`src/rtl/bsg_pkg.sv`:
```
package bsg_pkg;

  // Kind of gate a lane places between its group and its stimulus bit
  typedef enum logic [1:0] {
    LANE_PASS = 2'd0,  // first group bit drives the input directly
    LANE_HIGH = 2'd1,  // OR of the low bits: leans toward 1
    LANE_LOW  = 2'd2   // AND of the low bits: leans toward 0
  } lane_kind_e;

  // Stimulus vector for a given register state; used for reset constants
  function automatic logic [15:0] lane_eval(
    input logic [63:0] st,
    input logic [31:0] kinds,
    input int          groups,
    input int          gw,
    input int          gate_in
  );
    logic [15:0] v;
    v = '0;
    for (int g = 0; g < groups; g++) begin
      logic orr;
      logic andr;
      orr  = 1'b0;
      andr = 1'b1;
      for (int b = 0; b < gate_in; b++) begin
        orr  = orr  | st[g*gw + b];
        andr = andr & st[g*gw + b];
      end
      case (kinds[2*g +: 2])
        2'd1:    v[g] = orr;
        2'd2:    v[g] = andr;
        default: v[g] = st[g*gw];
      endcase
    end
    return v;
  endfunction

endpackage

```
`src/rtl/bsg_lfsr_step.sv`:
```
module bsg_lfsr_step #(
  parameter int          W    = 12,
  parameter logic [W-1:0] TAPS = 12'h84C,
  parameter logic [W-1:0] SEED = 12'h275
) (
  input  logic [W-1:0] cur,
  output logic [W-1:0] nxt
);

  logic         fb;
  logic [W-1:0] shifted;

  always_comb begin
    fb      = ^(cur & TAPS);
    shifted = {cur[W-2:0], fb};
    // lock-up guard: the all-zero state would repeat forever
    if (shifted == '0) begin
      nxt = SEED;
    end else begin
      nxt = shifted;
    end
  end

endmodule

```
`src/rtl/bsg_lane.sv`:
```
module bsg_lane
  import bsg_pkg::*;
#(
  parameter int         GATE_IN = 2,
  parameter lane_kind_e KIND    = LANE_PASS
) (
  input  logic [GATE_IN-1:0] bits_i,
  output logic               bit_o
);

  generate
    if (KIND == LANE_HIGH) begin : g_high
      assign bit_o = |bits_i;
    end else if (KIND == LANE_LOW) begin : g_low
      assign bit_o = &bits_i;
    end else begin : g_pass
      logic unused_rest;
      assign unused_rest = ^bits_i[GATE_IN-1:0];
      assign bit_o       = bits_i[0] | (unused_rest & 1'b0);
    end
  endgenerate

endmodule

```
`src/rtl/biased_stim_gen.sv`:
```
module biased_stim_gen
  import bsg_pkg::*;
#(
  parameter int  GROUPS  = 4,
  parameter int  GROUP_W = 3,
  parameter int  GATE_IN = 2,
  parameter logic [GROUPS*GROUP_W-1:0] SEED = 12'h275,
  parameter logic [GROUPS*GROUP_W-1:0] TAPS = 12'h84C,
  // two bits per lane, lane 0 in the low bits: I3 pass, I2 low, I1 pass, I0 high
  parameter logic [2*GROUPS-1:0]       KINDS = {2'd0, 2'd2, 2'd0, 2'd1}
) (
  input  logic                        clk,
  input  logic                        rst_n,
  input  logic                        restart,
  input  logic                        advance,
  output logic [GROUPS-1:0]           stim_o,
  output logic [GROUPS*GROUP_W-1:0]   state_o
);

  localparam int W = GROUPS * GROUP_W;
  localparam logic [15:0] SEED_STIM_FULL =
    lane_eval(64'(SEED), 32'(KINDS), GROUPS, GROUP_W, GATE_IN);
  localparam logic [GROUPS-1:0] SEED_STIM = SEED_STIM_FULL[GROUPS-1:0];

  logic [W-1:0]      state_q;
  logic [W-1:0]      state_d;
  logic [W-1:0]      stepped;
  logic [GROUPS-1:0] stim_q;
  logic [GROUPS-1:0] stim_d;
  logic              load_en;

  bsg_lfsr_step #(
    .W    (W),
    .TAPS (TAPS),
    .SEED (SEED)
  ) u_step (
    .cur (state_q),
    .nxt (stepped)
  );

  // next-state selection: restart outranks advance
  always_comb begin
    load_en = restart | advance;
    if (restart) begin
      state_d = SEED;
    end else if (advance) begin
      state_d = stepped;
    end else begin
      state_d = state_q;
    end
  end

  // stimulus lanes evaluated on the next state so both registers agree
  generate
    for (genvar g = 0; g < GROUPS; g++) begin : g_lane
      bsg_lane #(
        .GATE_IN (GATE_IN),
        .KIND    (lane_kind_e'(KINDS[2*g +: 2]))
      ) u_lane (
        .bits_i (state_d[g*GROUP_W +: GATE_IN]),
        .bit_o  (stim_d[g])
      );
    end
  endgenerate

  always_ff @(posedge clk or negedge rst_n) begin
    if (!rst_n) begin
      state_q <= SEED;
      stim_q  <= SEED_STIM;
    end else if (load_en) begin
      state_q <= state_d;
      stim_q  <= stim_d;
    end
  end

  assign state_o = state_q;
  assign stim_o  = stim_q;

endmodule

```
`config.mk`:
```
export PLATFORM = sky130hd
export DESIGN_NAME = biased_stim_gen
export DESIGN_NICKNAME = d
export VERILOG_FILES = /design/src/rtl/bsg_pkg.sv /design/src/rtl/bsg_lfsr_step.sv /design/src/rtl/bsg_lane.sv /design/src/rtl/biased_stim_gen.sv
export SDC_FILE = /design/constraint.sdc
export NUM_CORES = 1
export LEC_CHECK = 0
export BUFFER_PORTS_ARGS = -buffer_cell sky130_fd_sc_hd__buf_2
export CAP_MARGIN = 20
export CORE_MARGIN = 2
export CORE_UTILIZATION = 27
export CTS_BUF_LIST = sky130_fd_sc_hd__clkbuf_4
export DETAILED_ROUTE_END_ITERATION = 10
export GPL_TIMING_DRIVEN = 1
export RECOVER_POWER = 25
export SYNTH_ARGS = -nofsm -noshare
export SYNTH_HDL_FRONTEND = slang
export SYNTH_SLANG_ARGS = --single-unit
```
`constraint.sdc`:
```
create_clock -name clk -period 2.3 [get_ports clk]
set_input_delay 0.69 -clock clk [delete_from_list [all_inputs] [get_ports clk]]
set_output_delay 0.69 -clock clk [all_outputs]
set_load 0.05 [all_outputs]
```
==> metrics.cfg, run 1 <==
[synthesis]
syn-num-nets = 55
syn_inst = 51
yosysSeqAreaShare_pct = 57.63
ys_ff_latch = 14
synth_warnings = 0
post_synth.cell_area_avg_sq_um = 12.22
synth_area_sq_um = 623.1
synth_cell_type_count = 21

[place]
dpl.cell_count = 94
io_buffer_count = 19
placed_cell_area_sq_um = 729.5
gp_congestion = 0.7498
dp_hpwl_microns = 903.9

[clocking]
postCtsHoldBufs = 0
numCtsBuffers = 3
clk-insertion-delay-late_ns = 0.28
tritoncts = yes
cts_root_buffer = clkbuf_4
post_cts_buffers = 0
htree_levels = 1
cts_sinks = 14
cts_buffer_depth = 2
clk_pin_slew_ns = 0.08
cts_resized = 0

[route]
via_per_inst = 4.602
vias = 451
wl_met3_microns = 76
dr.pass1.iters = 4
avgRoutedWirePerCell_microns = 12.27
drtIter0Drc = 8
ant_nets = 0
wl_met2_microns = 539
wl_microns = 1202
drc = 0
highest_layer = met4
drt-met1-wl_microns = 540

[global_routing]
grt-ovfl-total = 0
grt_pass1_vias = 430
grt_start_max_net_pins = 15
antenna_found_initial = 0
track_usage_pct = 10.77
grt_pass1_wl_microns = 2035

[sta]
slew_viol_final = 0
fin_skew_ns = 0.002095
min_period_ns = 1.846
max_slew_margin_pct = 51.98
rsz0062_at_grt = no
fmax_ghz = 0.5417
worstMarginPinSlew_ns = 0.7203
fin_hold_ws_ns = 0.4293
setup_violations = 0
hold_violations = 0
setup_tns_ns = 0
timing.final.crit_share_pct = 80.26

[finish]
area_growth_pct = 21.08
final_nets = 75
mostFrequentLayoutCell = buf_2
post-route-cell-area_sq_um = 754.5
final_cell_mix = buf_2 (18), dfstp_2 (7), dfrtp_1 (7)
antenna_cells = 0
drive_gt1_share_pct = 48.57
final-instance-count-excl-fill = 98
fillCellCount = 242

[floorplan]
die_x_microns = 52.04
chipHeight_microns = 52.04
die-area_sq_um = 2708
coreArea_sq_um = 2191
num_rows = 17
io_pins = 20
start_util_pct = 28.44

[power_and_ir_drop]
leakagePower_uw = 0.0003379
p_per_area_nw_per_um2 = 773.0
ir_drop_uv = 279.5

[critical_path]
cpPeakStageDelay_ns = 0.59
cp.arrival_ns = 1.16
cpMaxStageDelayCell = dfstp_2
path_max_fanout = 6
cp_top_family = flip-flops
critPathRequiredTime_ns = 1.61
worst-path-buf-inv = 1
end_kind = output pin
path_cells = buf_2
worst-setup-path-type = register to output pin
worst_setup_path_start_kind = register

[job]
cap_violations = 0

[worst_hold_path]
hold_path_class = input port to async pin

[outcome]
status = completed

## cell usage after synthesis, drive strengths merged
| cell type | count | share of area, % |
|---|---|---|
| dfrtp | 7 | 28 |
| dfstp | 7 | 30 |
| mux2i | 6 | 9.6 |
| nor2 | 6 | 3.6 |
| o22a | 6 | 9.4 |
| buf | 3 | 3.2 |
| nand2b | 2 | 2.0 |
| nor4 | 2 | 2.0 |
| xnor2 | 2 | 2.8 |
| clkbuf | 1 | 0.60 |
| inv | 1 | 0.60 |
| nand2 | 1 | 0.60 |
| nand3 | 1 | 0.80 |
| nor3 | 1 | 0.80 |
| o21bai | 1 | 1.2 |
| o22ai | 1 | 1.0 |
| o32a | 1 | 1.6 |
| or2 | 1 | 1.0 |
| xor2 | 1 | 1.4 |
## cell families after synthesis
logic type	after synthesis	share of synthesized area (%)
DFF	14	57.63
and+or+nand+nor	14	10.84
AOI/OAI and AO/OA	9	13.25
muxes	6	9.639
buffers and inverters	5	4.415
xor gates and xnor gates	3	4.218
## per-layer routing
layer | vias up | track usage [%]
met5 | - | 0
li1 | 218 | -
met1 | 213 | 13.43
met3 | 5 | 2.299
met2 | 15 | 15.61
met4 | 0 | 9.211
## path summary, 6_finish.rpt
check | start | to | slack, ns | cells past startpoint
setup reg to reg | state_o[6] | state_o[2] | 0.77 | 4
hold reg to reg | stim_o[0] | stim_o[0] | 0.52 | 1
setup / recovery | state_o[6] | state_o[6] | 0.45 | 1
min in group clk | stim_o[0] | stim_o[0] | 0.52 | 1
max in group asynchronous | rst_n | state_o[3] | 1.42 | 1
hold / removal | rst_n | state_o[11] | 0.43 | 1
## final cells by class
| class | instances | area, sq um | area share (%) |
|---|---|---|---|
| sequential | 14 | 359.1 | 47.60 |
| multi-input combinational | 32 | 236.5 | 31.34 |
| timing repair buffer | 19 | 93.84 | 12.44 |
| tap | 28 | 35.03 | 4.643 |
| clock buffer | 3 | 22.52 | 2.985 |
| clock inverter | 1 | 3.754 | 0.4975 |
| inverter | 1 | 3.754 | 0.4975 |
## registers in the layout, summed over array words and instances, names as in the netlist
signal / flops
state_o: 12
stim_o: 2
## power breakdown
group          switching [uW]  total, uW  internal, uW
registers                20.0        291           271
logic                     109        149          40.5
clock network            80.1        143          63.0
total                     209        583           374
## per-stage QoR
step	util, %	total power, uW	setup slack [ns]
3_5_place_dp	33.30	446.4	0.6884
6_report	34.44	583.2	0.4539
4_1_cts	34.49	593.4	0.4378
5_1_grt	34.44	616.5	0.4053
3_3_place_gp	33.30	445.9	0.7104
2_1_floorplan	-	412.8	0.6373
No activity file was read; power rests on OpenSTA's default activity.
==> inputs of run 2 (changes only) <==
==> constraint.sdc (replaced) <==
create_clock -name clk -period 1.8 [get_ports clk]
set_input_delay 0.54 -clock clk [delete_from_list [all_inputs] [get_ports clk]]
set_output_delay 0.54 -clock clk [all_outputs]
set_load 0.05 [all_outputs]
==> metrics.cfg, run 2 (synthesized netlist as in run 1, its figures left out) <==
[route]
wl_microns = 1272
dr.pass1.iters = 5
avgRoutedWirePerCell_microns = 12.98
ant_nets = 0
drtIter0Drc = 11
vias = 462
via_per_inst = 4.714
drc = 0

[critical_path]
worst_setup_path_start_kind = register
end_kind = output pin
cpMaxStageDelayCell = dfstp_2
worst-path-buf-inv = 1
critPathRequiredTime_ns = 1.26
path_max_fanout = 5
path_cells = buf_2
cp_top_family = flip-flops
cpPeakStageDelay_ns = 0.58
worst-setup-path-type = register to output pin
cp.arrival_ns = 1.14

[floorplan]
die-area_sq_um = 2708
die_x_microns = 52.04
coreArea_sq_um = 2191
num_rows = 17
chipHeight_microns = 52.04
start_util_pct = 28.44
io_pins = 20

[clocking]
cts_resized = 0
htree_levels = 1
post_cts_buffers = 0
postCtsHoldBufs = 0
cts_root_buffer = clkbuf_4
numCtsBuffers = 3
tritoncts = yes
clk_pin_slew_ns = 0.09
cts_buffer_depth = 2
cts_sinks = 14
clk-insertion-delay-late_ns = 0.28

[finish]
drive_gt1_share_pct = 50.00
mostFrequentLayoutCell = buf_2
antenna_cells = 0
area_growth_pct = 21.69
final_nets = 75
post-route-cell-area_sq_um = 758.2
utilization_pct = 34.61
final_cell_mix = buf_2 (18), dfstp_2 (7), dfrtp_1 (7)
largest_reg_flops = 12
fillCellCount = 236

[worst_hold_path]
hold_path_class = input port to async pin

[global_routing]
antenna_found_initial = 0
grt_pass1_vias = 423
grt_pass1_wl_microns = 2070
grt_start_max_net_pins = 15
track_usage_pct = 10.69
grt-ovfl-total = 0

[sta]
slew_viol_final = 0
min_period_ns = 1.680
worstMarginPinSlew_ns = 0.7465
timing.final.crit_share_pct = 93.34
setup_violations = 0
max_slew_margin_pct = 50.23
fmax_ghz = 0.5952
fin_hold_ws_ns = 0.2872
setup_tns_ns = 0
hold_violations = 0
fin_skew_ns = 0.01368
rsz0062_at_grt = no

[power_and_ir_drop]
ir_drop_uv = 300.9
finalPower_uw = 763.3
leakagePower_uw = 0.0003409
p_per_area_nw_per_um2 = 1007

[place]
placed_cell_area_sq_um = 729.5
gp_congestion = 0.7712
io_buffer_count = 19
dp_hpwl_microns = 906.4

[job]
cap_violations = 0

[outcome]
status = completed

## run 2: cell types whose count changed in the layout (fill, tap and decap cells not counted), sizes merged
cell    previous run  this run
clkinv             1         0
clkbuf             4         5
## run 2: power by group
part / switching (uW) / internal (uW) / total (uW)
Combinational: 140 / 51.7 / 192
Sequential: 26.0 / 346 / 372
Clock: 98.7 / 101 / 200
## run 2: routing by layer
metal	GRT usage (%)	up-vias	wire, microns
li1	-	217	-
met1	14.98	222	591
met2	14.35	19	569
met3	2.011	4	75
met4	7.895	0	36
met5	0	-	0
## run 2: final cells by class
type | count | area [sq um] | share of cell area [%]
Clock buffer | 4 | 30.03 | 3.960
Inverter | 1 | 3.754 | 0.4950
Multi-Input combinational cell | 32 | 236.5 | 31.19
Sequential cell | 14 | 359.1 | 47.36
Tap cell | 28 | 35.03 | 4.620
Timing Repair Buffer | 19 | 93.84 | 12.38
## run 2: per-stage QoR
step	instances	setup slack (ns)
after floorplan	51	0.2490
after global placement	94	0.3202
after detailed placement	94	0.3212
after CTS	98	0.1014
after global routing	98	0.06938
final	98	0.1198
## run 2: path summary, 6_finish.rpt
check	startpoint	to	slack [ns]	depth (start not counted)
min	rst_n	state_o[7]	0.29	1
max reg2reg	state_o[6]	state_o[6]	0.29	4
min in group clk	restart	state_o[10]	0.51	2
min reg2reg	stim_o[0]	stim_o[0]	0.52	1
max in group asynchronous	rst_n	state_o[11]	1.03	1
max	state_o[2]	state_o[2]	0.12	1
==> inputs of run 3 (changes only) <==
--- a/config.mk
+++ b/config.mk
@@ -12,6 +12,7 @@
 export CTS_BUF_LIST = sky130_fd_sc_hd__clkbuf_4
 export DETAILED_ROUTE_END_ITERATION = 10
 export GPL_TIMING_DRIVEN = 1
+export PLACE_DENSITY = 0.54
 export RECOVER_POWER = 25
 export SYNTH_ARGS = -nofsm -noshare
 export SYNTH_HDL_FRONTEND = slang
==> metrics.cfg, run 3 (synthesized netlist as in run 1, its figures left out) <==
[clocking]
clk_pin_slew_ns = 0.09
cts_resized = 0
postCtsHoldBufs = 0
cts_sinks = 14
htree_levels = 1
cts_root_buffer = clkbuf_4
cts_buffer_depth = 2
post_cts_buffers = 0
clk-insertion-delay-late_ns = 0.29
numCtsBuffers = 3
tritoncts = yes

[critical_path]
worst-setup-path-type = register to output pin
worst-path-buf-inv = 1
cp.arrival_ns = 1.14
cpMaxStageDelayCell = dfstp_2
cpPeakStageDelay_ns = 0.58
path_cells = buf_2
end_kind = output pin
worst_setup_path_start_kind = register
startpoint = state_o[2]
path_max_fanout = 5
cp_top_family = flip-flops
critPathRequiredTime_ns = 1.26
rr_startpoint = state_o[6]

[route]
avgRoutedWirePerCell_microns = 13.29
wl_microns = 1302
dr.pass1.iters = 3
via_per_inst = 4.867
drtIter0Drc = 4
ant_nets = 0
vias = 477
drc = 0

[sta]
timing.final.crit_share_pct = 93.31
worstMarginPinSlew_ns = 0.7189
setup_tns_ns = 0
fmax_ghz = 0.5954
hold_violations = 0
slew_viol_final = 0
min_period_ns = 1.680
setup_violations = 0
rsz0062_at_grt = no
fin_skew_ns = 0.01216
max_slew_margin_pct = 52.07

[global_routing]
track_usage_pct = 11.10
antenna_found_initial = 0
grt_pass1_vias = 471
grt_start_max_net_pins = 15
grt-ovfl-total = 0
grt_pass1_wl_microns = 2145

[outcome]
status = completed

[finish]
area_growth_pct = 21.69
antenna_cells = 0
mostFrequentLayoutCell = buf_2
final_cell_mix = buf_2 (18), dfstp_2 (7), dfrtp_1 (7)
post-route-cell-area_sq_um = 758.2
final_nets = 75
largest_reg_flops = 12
drive_gt1_share_pct = 50.00

[floorplan]
io_pins = 20
start_util_pct = 28.44
coreArea_sq_um = 2191
chipHeight_microns = 52.04
die_x_microns = 52.04
die-area_sq_um = 2708
num_rows = 17

[power_and_ir_drop]
ir_drop_uv = 310.5
leakagePower_uw = 0.0003409
p_per_area_nw_per_um2 = 1011

[job]
cap_violations = 0

[place]
dp_hpwl_microns = 953.5
io_buffer_count = 19
placed_cell_area_sq_um = 729.5
gp_congestion = 0.7197

[worst_hold_path]
hold_path_class = input port to async pin

-- run 3: cell counts in the layout (fill, tap and decap cells not counted) --
No cell type changed its count.
-- run 3: stage by stage --
step	instances	hold slack, ns	util [%]	setup WS [ns]	power [uW]
finish	98	0.2708	34.61	0.1204	766.6
global route	98	0.3575	34.61	0.07307	803.0
CTS	98	0.1286	34.67	0.1005	779.5
detailed placement	94	0.4490	33.30	0.2969	573.1
global placement	94	0.4509	33.30	0.2966	573.1
floorplan	51	0.2444	-	0.2490	527.5
-- run 3: final cells by class --
| cell class | count | area (sq um) |
|---|---|---|
| Inverter | 1 | 3.754 |
| Multi-Input combinational cell | 32 | 236.5 |
| Clock buffer | 4 | 30.03 |
| Fill cell | 232 | 1433 |
| Sequential cell | 14 | 359.1 |
| Tap cell | 28 | 35.03 |
| Timing Repair Buffer | 19 | 93.84 |
-- run 3: per-layer routing --
metal  global-route usage, %  vias to the layer above  wire length, microns
met3                   2.299                        5                    84
li1                        -                      221                     -
met1                   14.39                      234                   582
met5                       0                        -                     0
met2                   16.24                       17                   583
met4                   7.895                        0                    52
-- run 3: worst paths after layout --
check / slack, ns / cells after the start / end
min in group clk: 0.52 / 1 / stim_o[0]
hold / removal: 0.27 / 1 / state_o[11]
setup reg to reg: 0.32 / 4 / state_o[6]
max in group asynchronous: 1.06 / 1 / state_o[1]
hold reg to reg: 0.52 / 1 / stim_o[0]
setup / recovery: 0.12 / 1 / state_o[2]
-- run 3: report_power, final --
part	leakage [uW]	total (uW)	switching, uW	internal [uW]
combinational	0.000158	192	141	51.7
clock	0.0000184	202	101	101
sequential	0.000165	372	25.9	346
total	0.000341	767	268	499
